File: src/rtl/dsp_alu_pkg.sv
// Package: shared operation codes for the fixed-point arithmetic unit.
// Assumes a 5-bit operation field; codes 21..31 are unused.
package dsp_alu_pkg;
    localparam int OP_W = 5;

    typedef enum logic [OP_W-1:0] {
        OP_ADD   = 5'd0,
        OP_SUB   = 5'd1,
        OP_ADDC  = 5'd2,
        OP_SUBB  = 5'd3,
        OP_DUAL  = 5'd4,
        OP_AVG   = 5'd5,
        OP_CMP   = 5'd6,
        OP_NEG   = 5'd7,
        OP_ABS   = 5'd8,
        OP_PASS  = 5'd9,
        OP_MIN   = 5'd10,
        OP_MAX   = 5'd11,
        OP_CLIP  = 5'd12,
        OP_XCI   = 5'd13,
        OP_XCIM  = 5'd14,
        OP_INC   = 5'd15,
        OP_DEC   = 5'd16,
        OP_AND   = 5'd17,
        OP_OR    = 5'd18,
        OP_XOR   = 5'd19,
        OP_NOT   = 5'd20
    } alu_op_e;
endpackage

File: src/rtl/dsp_alu_operands.sv
// Module: selects the three adder inputs (a, b, carry) for every adding
// operation so a single adder serves the whole add/subtract family.
// Assumes subtraction is done as a + ~b + carry.
module dsp_alu_operands
    import dsp_alu_pkg::*;
#(
    parameter int W = 32
) (
    input  alu_op_e       op,
    input  logic [W-1:0]  x,
    input  logic [W-1:0]  y,
    input  logic          ci,
    output logic [W-1:0]  a,
    output logic [W-1:0]  b,
    output logic          c
);
    // Operand routing per operation code.
    always_comb begin
        a = x;
        b = y;
        c = 1'b0;
        unique case (op)
            OP_ADD, OP_DUAL:  begin b = y;         c = 1'b0; end
            OP_ADDC:          begin b = y;         c = ci;   end
            OP_SUB, OP_CMP:   begin b = ~y;        c = 1'b1; end
            OP_SUBB:          begin b = ~y;        c = ci;   end
            OP_XCI:           begin b = '0;        c = ci;   end
            OP_XCIM:          begin b = '1;        c = ci;   end
            OP_INC:           begin b = '0;        c = 1'b1; end
            OP_DEC:           begin b = '1;        c = 1'b0; end
            OP_NEG, OP_ABS:   begin a = '0; b = ~x; c = 1'b1; end
            default:          begin a = x; b = y;  c = 1'b0; end
        endcase
    end
endmodule

File: src/rtl/dsp_alu_adder.sv
// Module: W-bit adder with carry in, carry out and signed overflow.
// Assumes two's-complement operands.
module dsp_alu_adder #(
    parameter int W = 32
) (
    input  logic [W-1:0] a,
    input  logic [W-1:0] b,
    input  logic         cin,
    output logic [W-1:0] sum,
    output logic         cout,
    output logic         ovf
);
    logic [W:0] full;

    // Sum with carry out, overflow when same-signed inputs change sign.
    always_comb begin
        full = {1'b0, a} + {1'b0, b} + {{W{1'b0}}, cin};
        sum  = full[W-1:0];
        cout = full[W];
        ovf  = (a[W-1] == b[W-1]) && (full[W-1] != a[W-1]);
    end
endmodule

File: src/rtl/dsp_alu_misc.sv
// Module: non-adding results: average, pass, min/max, clip and bitwise logic.
// Assumes signed two's-complement operands; clip bound is |y| in W+1 bits.
module dsp_alu_misc
    import dsp_alu_pkg::*;
#(
    parameter int W = 32
) (
    input  alu_op_e      op,
    input  logic [W-1:0] x,
    input  logic [W-1:0] y,
    output logic [W-1:0] res
);
    localparam int WE = W + 1;

    logic signed [WE-1:0] xs, ys, mag, nmag, sum_e;
    logic [W-1:0] clip_r;
    logic         x_lt_y;

    // Widened operands, midpoint sum and the symmetric clip bound.
    always_comb begin
        xs     = $signed({x[W-1], x});
        ys     = $signed({y[W-1], y});
        sum_e  = xs + ys;
        mag    = ys[WE-1] ? -ys : ys;
        nmag   = -mag;
        x_lt_y = $signed(x) < $signed(y);
        if (xs > mag)       clip_r = mag[W-1:0];
        else if (xs < nmag) clip_r = nmag[W-1:0];
        else                clip_r = x;
    end

    // Result select for the non-adding operations.
    always_comb begin
        unique case (op)
            OP_AVG:  res = sum_e[WE-1:1];
            OP_MIN:  res = x_lt_y ? x : y;
            OP_MAX:  res = x_lt_y ? y : x;
            OP_CLIP: res = clip_r;
            OP_AND:  res = x & y;
            OP_OR:   res = x | y;
            OP_XOR:  res = x ^ y;
            OP_NOT:  res = ~x;
            default: res = x;
        endcase
    end
endmodule

File: src/rtl/dsp_fx_alu.sv
// Module: top of the fixed-point arithmetic unit. Combines one shared adder,
// a dedicated difference adder for the dual operation and the non-adding
// unit, then registers results and flags on a valid strobe.
// Assumes op_i holds a defined code whenever valid_i is high.
module dsp_fx_alu
    import dsp_alu_pkg::*;
#(
    parameter int W = 32
) (
    input  logic            clk,
    input  logic            rst_n,
    input  logic            valid_i,
    input  logic [OP_W-1:0] op_i,
    input  logic [W-1:0]    x_i,
    input  logic [W-1:0]    y_i,
    input  logic            ci_i,
    output logic            valid_o,
    output logic [W-1:0]    result_o,
    output logic [W-1:0]    result2_o,
    output logic            flag_z_o,
    output logic            flag_n_o,
    output logic            flag_v_o,
    output logic            flag_c_o
);
    alu_op_e      op;
    alu_op_e      op_q;
    logic [W-1:0] add_a, add_b, add_s, dif_s, misc_r;
    logic         add_c, add_co, add_ov, dif_co, dif_ov;
    logic [W-1:0] res_n, res2_n;
    logic         z_n, n_n, v_n, c_n, adding;

    assign op = alu_op_e'(op_i);

    dsp_alu_operands #(.W(W)) u_opnd (
        .op(op), .x(x_i), .y(y_i), .ci(ci_i),
        .a(add_a), .b(add_b), .c(add_c)
    );

    dsp_alu_adder #(.W(W)) u_main_add (
        .a(add_a), .b(add_b), .cin(add_c),
        .sum(add_s), .cout(add_co), .ovf(add_ov)
    );

    dsp_alu_adder #(.W(W)) u_diff_add (
        .a(x_i), .b(~y_i), .cin(1'b1),
        .sum(dif_s), .cout(dif_co), .ovf(dif_ov)
    );

    dsp_alu_misc #(.W(W)) u_misc (
        .op(op), .x(x_i), .y(y_i), .res(misc_r)
    );

    // Result choice and flag rules per operation.
    always_comb begin
        adding = 1'b0;
        unique case (op)
            OP_ADD, OP_SUB, OP_ADDC, OP_SUBB, OP_DUAL, OP_CMP,
            OP_XCI, OP_XCIM, OP_INC, OP_DEC: adding = 1'b1;
            default: adding = 1'b0;
        endcase
        if (adding || op == OP_NEG) res_n = add_s;
        else if (op == OP_ABS)      res_n = x_i[W-1] ? add_s : x_i;
        else                        res_n = misc_r;
        res2_n = (op == OP_DUAL) ? dif_s : '0;
        z_n    = (res_n == '0);
        n_n    = res_n[W-1];
        if (adding || op == OP_NEG) v_n = add_ov;
        else if (op == OP_ABS)      v_n = x_i[W-1] & add_ov;
        else                        v_n = 1'b0;
        c_n    = adding & add_co;
    end

    // Output registers: flags on every valid op, results except on compare.
    always_ff @(posedge clk) begin
        if (!rst_n) begin
            valid_o   <= 1'b0;
            result_o  <= '0;
            result2_o <= '0;
            flag_z_o  <= 1'b0;
            flag_n_o  <= 1'b0;
            flag_v_o  <= 1'b0;
            flag_c_o  <= 1'b0;
            op_q      <= OP_ADD;
        end else begin
            valid_o <= valid_i;
            if (valid_i) begin
                op_q     <= op;
                flag_z_o <= z_n;
                flag_n_o <= n_n;
                flag_v_o <= v_n;
                flag_c_o <= c_n;
                if (op != OP_CMP) begin
                    result_o  <= res_n;
                    result2_o <= res2_n;
                end
            end
        end
    end

    // reset clears the output stage.
    a_r1_reset_clear: assert property (@(posedge clk)
        !rst_n |=> (!valid_o && result_o == '0 && result2_o == '0));

    // without a strobe the outputs hold.
    a_r2_hold: assert property (@(posedge clk) disable iff (!rst_n)
        !valid_i |=> ($stable(result_o) && $stable(flag_z_o) && $stable(flag_c_o)));

    // compare leaves the results untouched.
    a_r7_cmp_no_write: assert property (@(posedge clk) disable iff (!rst_n)
        (valid_i && op == OP_CMP) |=> ($stable(result_o) && $stable(result2_o)));

    // sum minus difference equals twice the captured Y.
    a_r4_dual_pair: assert property (@(posedge clk) disable iff (!rst_n)
        (valid_i && op == OP_DUAL) |=> ((result_o - result2_o) == ($past(y_i) << 1)));

    // zero and negative flags agree with the written result.
    a_r12_zn_match: assert property (@(posedge clk) disable iff (!rst_n)
        (valid_o && op_q != OP_CMP) |->
            (flag_z_o == (result_o == '0) && flag_n_o == result_o[W-1]));

    // bitwise operations never raise overflow or carry.
    a_r11_logic_no_vc: assert property (@(posedge clk) disable iff (!rst_n)
        (valid_o && (op_q == OP_AND || op_q == OP_OR || op_q == OP_XOR || op_q == OP_NOT))
            |-> (!flag_v_o && !flag_c_o));
endmodule

File: config.mk
export PLATFORM = sky130hd
export DESIGN_NAME = dsp_fx_alu
export DESIGN_NICKNAME = d
export VERILOG_FILES = /design/src/rtl/dsp_alu_pkg.sv /design/src/rtl/dsp_alu_operands.sv /design/src/rtl/dsp_alu_adder.sv /design/src/rtl/dsp_alu_misc.sv /design/src/rtl/dsp_fx_alu.sv
export SDC_FILE = /design/constraint.sdc
export NUM_CORES = 1
export LEC_CHECK = 0
export ABC_AREA = 1
export BUFFER_PORTS_ARGS = -buffer_cell sky130_fd_sc_hd__buf_2
export CAP_MARGIN = 0
export CORE_MARGIN = 2
export CORE_UTILIZATION = 40
export DETAILED_ROUTE_END_ITERATION = 8
export PLACE_DENSITY = 0.69
export SLEW_MARGIN = 20
export SYNTH_ARGS = -nofsm -noshare
export SYNTH_HDL_FRONTEND = slang
export SYNTH_HIERARCHICAL = 1
export SYNTH_SLANG_ARGS = --single-unit
export TNS_END_PERCENT = 10
File: constraint.sdc
create_clock -name clk -period 6.1 [get_ports clk]
set_input_delay 1.22 -clock clk [delete_from_list [all_inputs] [get_ports clk]]
set_output_delay 1.22 -clock clk [all_outputs]
set_load 0.01 [all_outputs]
**Word level (Yosys, flattened, before mapping)**

Memory sizes are Yosys's and may differ from the RTL's.
Index checks and enable logic that the tools add are counted.
Widths: inputs -> output; s select.

- Input bits: 73
- Memories kept: 1
- ROM bits: 32
- Logic and storage cells: 72
- Flip-flop bits (word level): 69

- Bitwise gates (word level): 7
- Magnitude comparators: 3
- Equal/unequal tests: 22
- Add/subtract/negate cells: 7
- Reductions and logical operators: 10
- Mux-type cells: 15

Memory list:

| name | words | width | read ports | clocked after Yosys merged registers in | wr ports | line | text |
|---|---|---|---|---|---|---|---|
| (name not given) | 32 | 1 | 1 | 0 | 0 | dsp_fx_alu.sv:56 | `unique case (op)` |

Operators by type and width:

| kind | count |
|---|---|
| $mux 32 | 9 |
| $pmux 32 s8 | 1 |
| $pmux 32 s4 | 1 |
| $add 32x32->33 | 2 |
| $not 32->32 | 2 |
| $eq 5x4->1 const B | 7 |
| $add 33x1->33 | 1 |
| $gt 32x33->1 | 1 |
| $lt 32x33->1 | 1 |
| $mux 33 | 1 |
| $neg 32->33 | 1 |
| $neg 33->33 | 1 |
| $add 32x1->32 const B | 1 |
| $add 32x32->32 | 1 |
| $and 32x32->32 | 1 |
| $logic_not 32->1 | 1 |
| $lt 32x32->1 | 1 |
| $or 32x32->32 | 1 |
| $xor 32x32->32 | 1 |
| $eq 5x5->1 const B | 5 |
| $eq 5x3->1 const B | 4 |
| $eq 5x2->1 const B | 2 |
| $reduce_or 2->1 | 3 |
| $eq 5x1->1 const B | 1 |
| other kinds (12) | 14 |

**Longest topological paths before layout**

- Word-level depth: 10
- Mapped depth: 46

**Hierarchy**

Netlist, hierarchy kept.

By module, submodules not included:

| module | sequential area each (um2) | area an instance (um2) | instances | cells each |
|---|---|---|---|---|
| dsp_alu_misc | 0.0 | 9987.1 | 1 | 1855 |
| dsp_alu_adder | 0.0 | 2199.6 | 2 | 426 |
| dsp_fx_alu | 1381.3 | 4095.2 | 1 | 677 |
| dsp_alu_operands | 0.0 | 1346.3 | 1 | 315 |

**Worst setup path before layout**

Ideal clock, no wire load.

- Path type: input port to flip-flop
- Start: input port y_i[0]
- End: register flag_z_o
- Path buffers: 2
- Path slack: 544 ps
- Cell stages on the path: 41
- Required time: 6031 ps
- Arrival time: 5487 ps
- Cells stage by stage: inv_1 ha_1 o21ai_2 ha_1 nand2_2 nor2_2 nand2_2 nor2_4 nand2_1 nor2_4 nand2_4 nor2_8 nand3_1 and2_1 ha_1 nand2_1 nor2_1 nand4_1 [... 5 more ...] nand2_1 inv_1 buf_4 buf_4 nand3_1 a21oi_1 nand4_1 nand2_1 nand2_1 inv_1 nand3_1 nand2_1 nand2_1 nor2_1 nand3_1 nor2_1 nand2_1 a21oi_2

- Word-level cells in the longest chain between the ends: 10
- Elaborated cells between the ends (all ways): 23
- Those cells by class: add/sub: 5; order compare: 3; mux: 10; bitwise: 4; reduce/logical: 1

RTL lines:

| what | line | text |
|---|---|---|
| start: declaration | dsp_fx_alu.sv:15 | `input logic [W-1:0] y_i,` |
| $neg 32->33 | dsp_alu_misc.sv:24 | `mag = ys[WE-1] ? -ys : ys;` |
| $mux 33 | dsp_alu_misc.sv:24 |  |
| $neg 33->33 | dsp_alu_misc.sv:25 | `nmag = -mag;` |
| $lt 32x33->1 | dsp_alu_misc.sv:28 | `else if (xs < nmag) clip_r = nmag[W-1:0];` |
| $mux 32 | dsp_alu_misc.sv:28 |  |
| $mux 32 | dsp_alu_misc.sv:27 | `if (xs > mag) clip_r = mag[W-1:0];` |
| $pmux 32 s8 * | dsp_alu_misc.sv:34 | `unique case (op)` |
| net misc_r[29] | dsp_fx_alu.sv:27 | `logic [W-1:0] add_a, add_b, add_s, dif_s, misc_r;` |
| $mux 32 * | dsp_fx_alu.sv:62 | `else if (op == OP_ABS) res_n = x_i[W-1] ? add_s : x_i;` |
| $mux 32 * | dsp_fx_alu.sv:61 | `if (adding \|\| op == OP_NEG) res_n = add_s;` |
| $logic_not 32->1 * | dsp_fx_alu.sv:65 | `z_n = (res_n == '0);` |
| end signal: assignment | dsp_fx_alu.sv:88 | `flag_z_o <= z_n;` |
| end: declaration | dsp_fx_alu.sv:20 | `output logic flag_z_o,` |

The timed path passes the listed nets; every way through them passes the cells marked *.
A chain may end at the register's enable or synchronous reset.

**Final worst setup path**

- Start: input port y_i[1]
- End: register flag_z_o

The elaborated chain is that of the path after synthesis.

==> run_results.csv <==
group,metric,value,unit
sta,worst_clock_skew,0,ps
clock_tree,clock-sinks,69,
sta,worst_slack,224,ps
flow_run,maxCapViolCount,0,
clock_tree,cts_tree,"built",
route,drc,0,
clock_tree,cts_buffers,9,
sta,hold_slack,463,ps
layout,final_cell_mix,"nand2_1, inv_1, nor2_1",
critical_path,start_kind,"primary input",
placed_design,dp_hpwl,73700,µm
route,antenna_left,0,
critical_path,path_class,"primary input to flop",
sta,slew_headroom,0.337,
sta,fin_crit_sh,0.963,
yosys,avgSynthCellArea,5.36,µm²
power_and_ir_drop,leakage,0.0130,µW
grt,antenna_found_initial,5,
route,avgViaCountPerCell,5.55,
critical_path,cp_num_cells,35,
min_path,hold_class,"flop to flop",
grt,grt_pass1_vias,24000,
sta,final.min_clock_period,5880,ps
placed_design,place_ws,-272,ps
floorplanning,fp.dieH,226,µm
grt,grt_pass1_wl,137000,µm
floorplanning,rows,81,
critical_path,max_stage_delay,320,ps
layout,final_util,0.490,
floorplanning,initial_core_util,0.405,
yosys,synth_fp_nets,3988,
critical_path,cp_data_required_time,6410,ps
floorplanning,chipWidth,226,µm
clock_tree,cts_root_buffer,"clkbuf_16",
critical_path,crit_buf_inv,7,
sta,worstMarginPinSlew,995,ps
floorplanning,coreArea,48800,µm²
critical_path,crit_path_frequent_cell,"nand2_1",
grt,grt_max_degree,94,
sta,finalHoldViolCount,0,
critical_path,end_kind,"flop",
sta,max_freq,170,MHz
critical_path,crit_arrival,6180,ps
route,first_iter_violations,2795,
floorplanning,die-area,51200,µm²
route,wl_per_cell,19.4,µm
critical_path,critical_path.slowest_cell,"nor4_1",
yosys,synth_area,19800,µm²
critical_path,cp_top_family,"simple AND/OR/NAND/NOR gates",
placed_design,gp_congestion,1.06,
sta,setup_viol,0,
power_and_ir_drop,powerDensity,146,nW/µm²
clock_tree,cts_max_path_buffers,2,
critical_path,reg2regPathDepth,2,
clock_tree,path_clk_slew,70,ps
layout,drive_above_1_share,0.171,
sta,fin_setup_tns,0,ps
layout,layout_commonest_cell,"nand2_1",
power_and_ir_drop,peakVddDrop,0.000119,V
yosys,yosys_warnings,6,
critical_path,crit_path_max_fanout,10,
floorplanning,pin_count,142,
min_path,hold_depth,2,
sta,maxSlewViolCount,0,
grt,grt_usage,0.347,
placed_design,io_buffers,141,
grt,grt_overflow,0,
layout,synthToLayoutAreaGrowth,21.0,%
route,drt_wl_total,91500,µm
layout,nets,4333,
clock_tree,cts_max_level,3,
status,status,"complete, no violations",
route,vias,26100,
route,dr.pass1.iters,6,
clock_tree,clk_latency,360,ps
yosys,synth_cells,3686,
## power breakdown
part	total [µW]	switching [µW]	leakage (µW)	internal [µW]
registers	491	14.0	0.000565	477
logic	2380	1550	0.0123	825
clock network	612	239	0.000160	373
total	3480	1810	0.0130	1670
## per-layer routing
metal | track usage | vias to the layer above | routed length (µm)
met2 | 0.563 | 1463 | 40300
met3 | 0.0592 | 317 | 8130
li1 | - | 12700 | -
met1 | 0.434 | 11700 | 37100
met5 | 0 | - | 0
met4 | 0.194 | 0 | 5930
## through the flow
| stage | instance area (µm²) | total power, µW | std cells |
|---|---|---|---|
| finish | 23900 | 3480 | 4704 |
| global route | 23900 | 3730 | 4704 |
| CTS | 23400 | 3380 | 4685 |
| detailed placement | 23100 | 2750 | 4669 |
| global placement | 23100 | 2740 | 4669 |
| floorplan | 19800 | 1870 | 3686 |
## state kept, by name, summed over array words and instances (netlist names)
register and flops:
flag_n_o 1, flag_z_o 1, valid_o 1, flag_v_o 1, flag_c_o 1, result2_o 32, result_o 32
## final timing paths
kind	from	to	slack, ps
max	y_i[1]	flag_z_o	220
min	result2_o[25]	result2_o[25]	460
max reg2reg	result_o[1]	result_o[1]	5390
min reg2reg	result2_o[25]	result2_o[25]	460
## final cells by class
| class | instances | area [µm²] |
|---|---|---|
| Fill cell | 5313 | 24900 |
| Clock buffer | 10 | 239 |
| Multi-Input combinational cell | 2979 | 16200 |
| Antenna cell | 4 | 10.0 |
| Clock inverter | 6 | 93.8 |
| Tap cell | 664 | 831 |
| Inverter | 505 | 1900 |
| Sequential cell | 69 | 1380 |
| Timing Repair Buffer | 467 | 3300 |
## worst register-to-register path, delay by kind of cell (launching register included)
family / cells / cell delay, ps
AO/OA/AOI/OAI: 2 / 260
flip-flops: 1 / 310
## what timing repair did
item / CTS / global route
hold buffers: 0 / 0
gates resized for setup: 0 / 98
endpoints found under the setup margin: 0 / 33
setup buffers: 0 / 15
(Power assumes the default switching activity.)
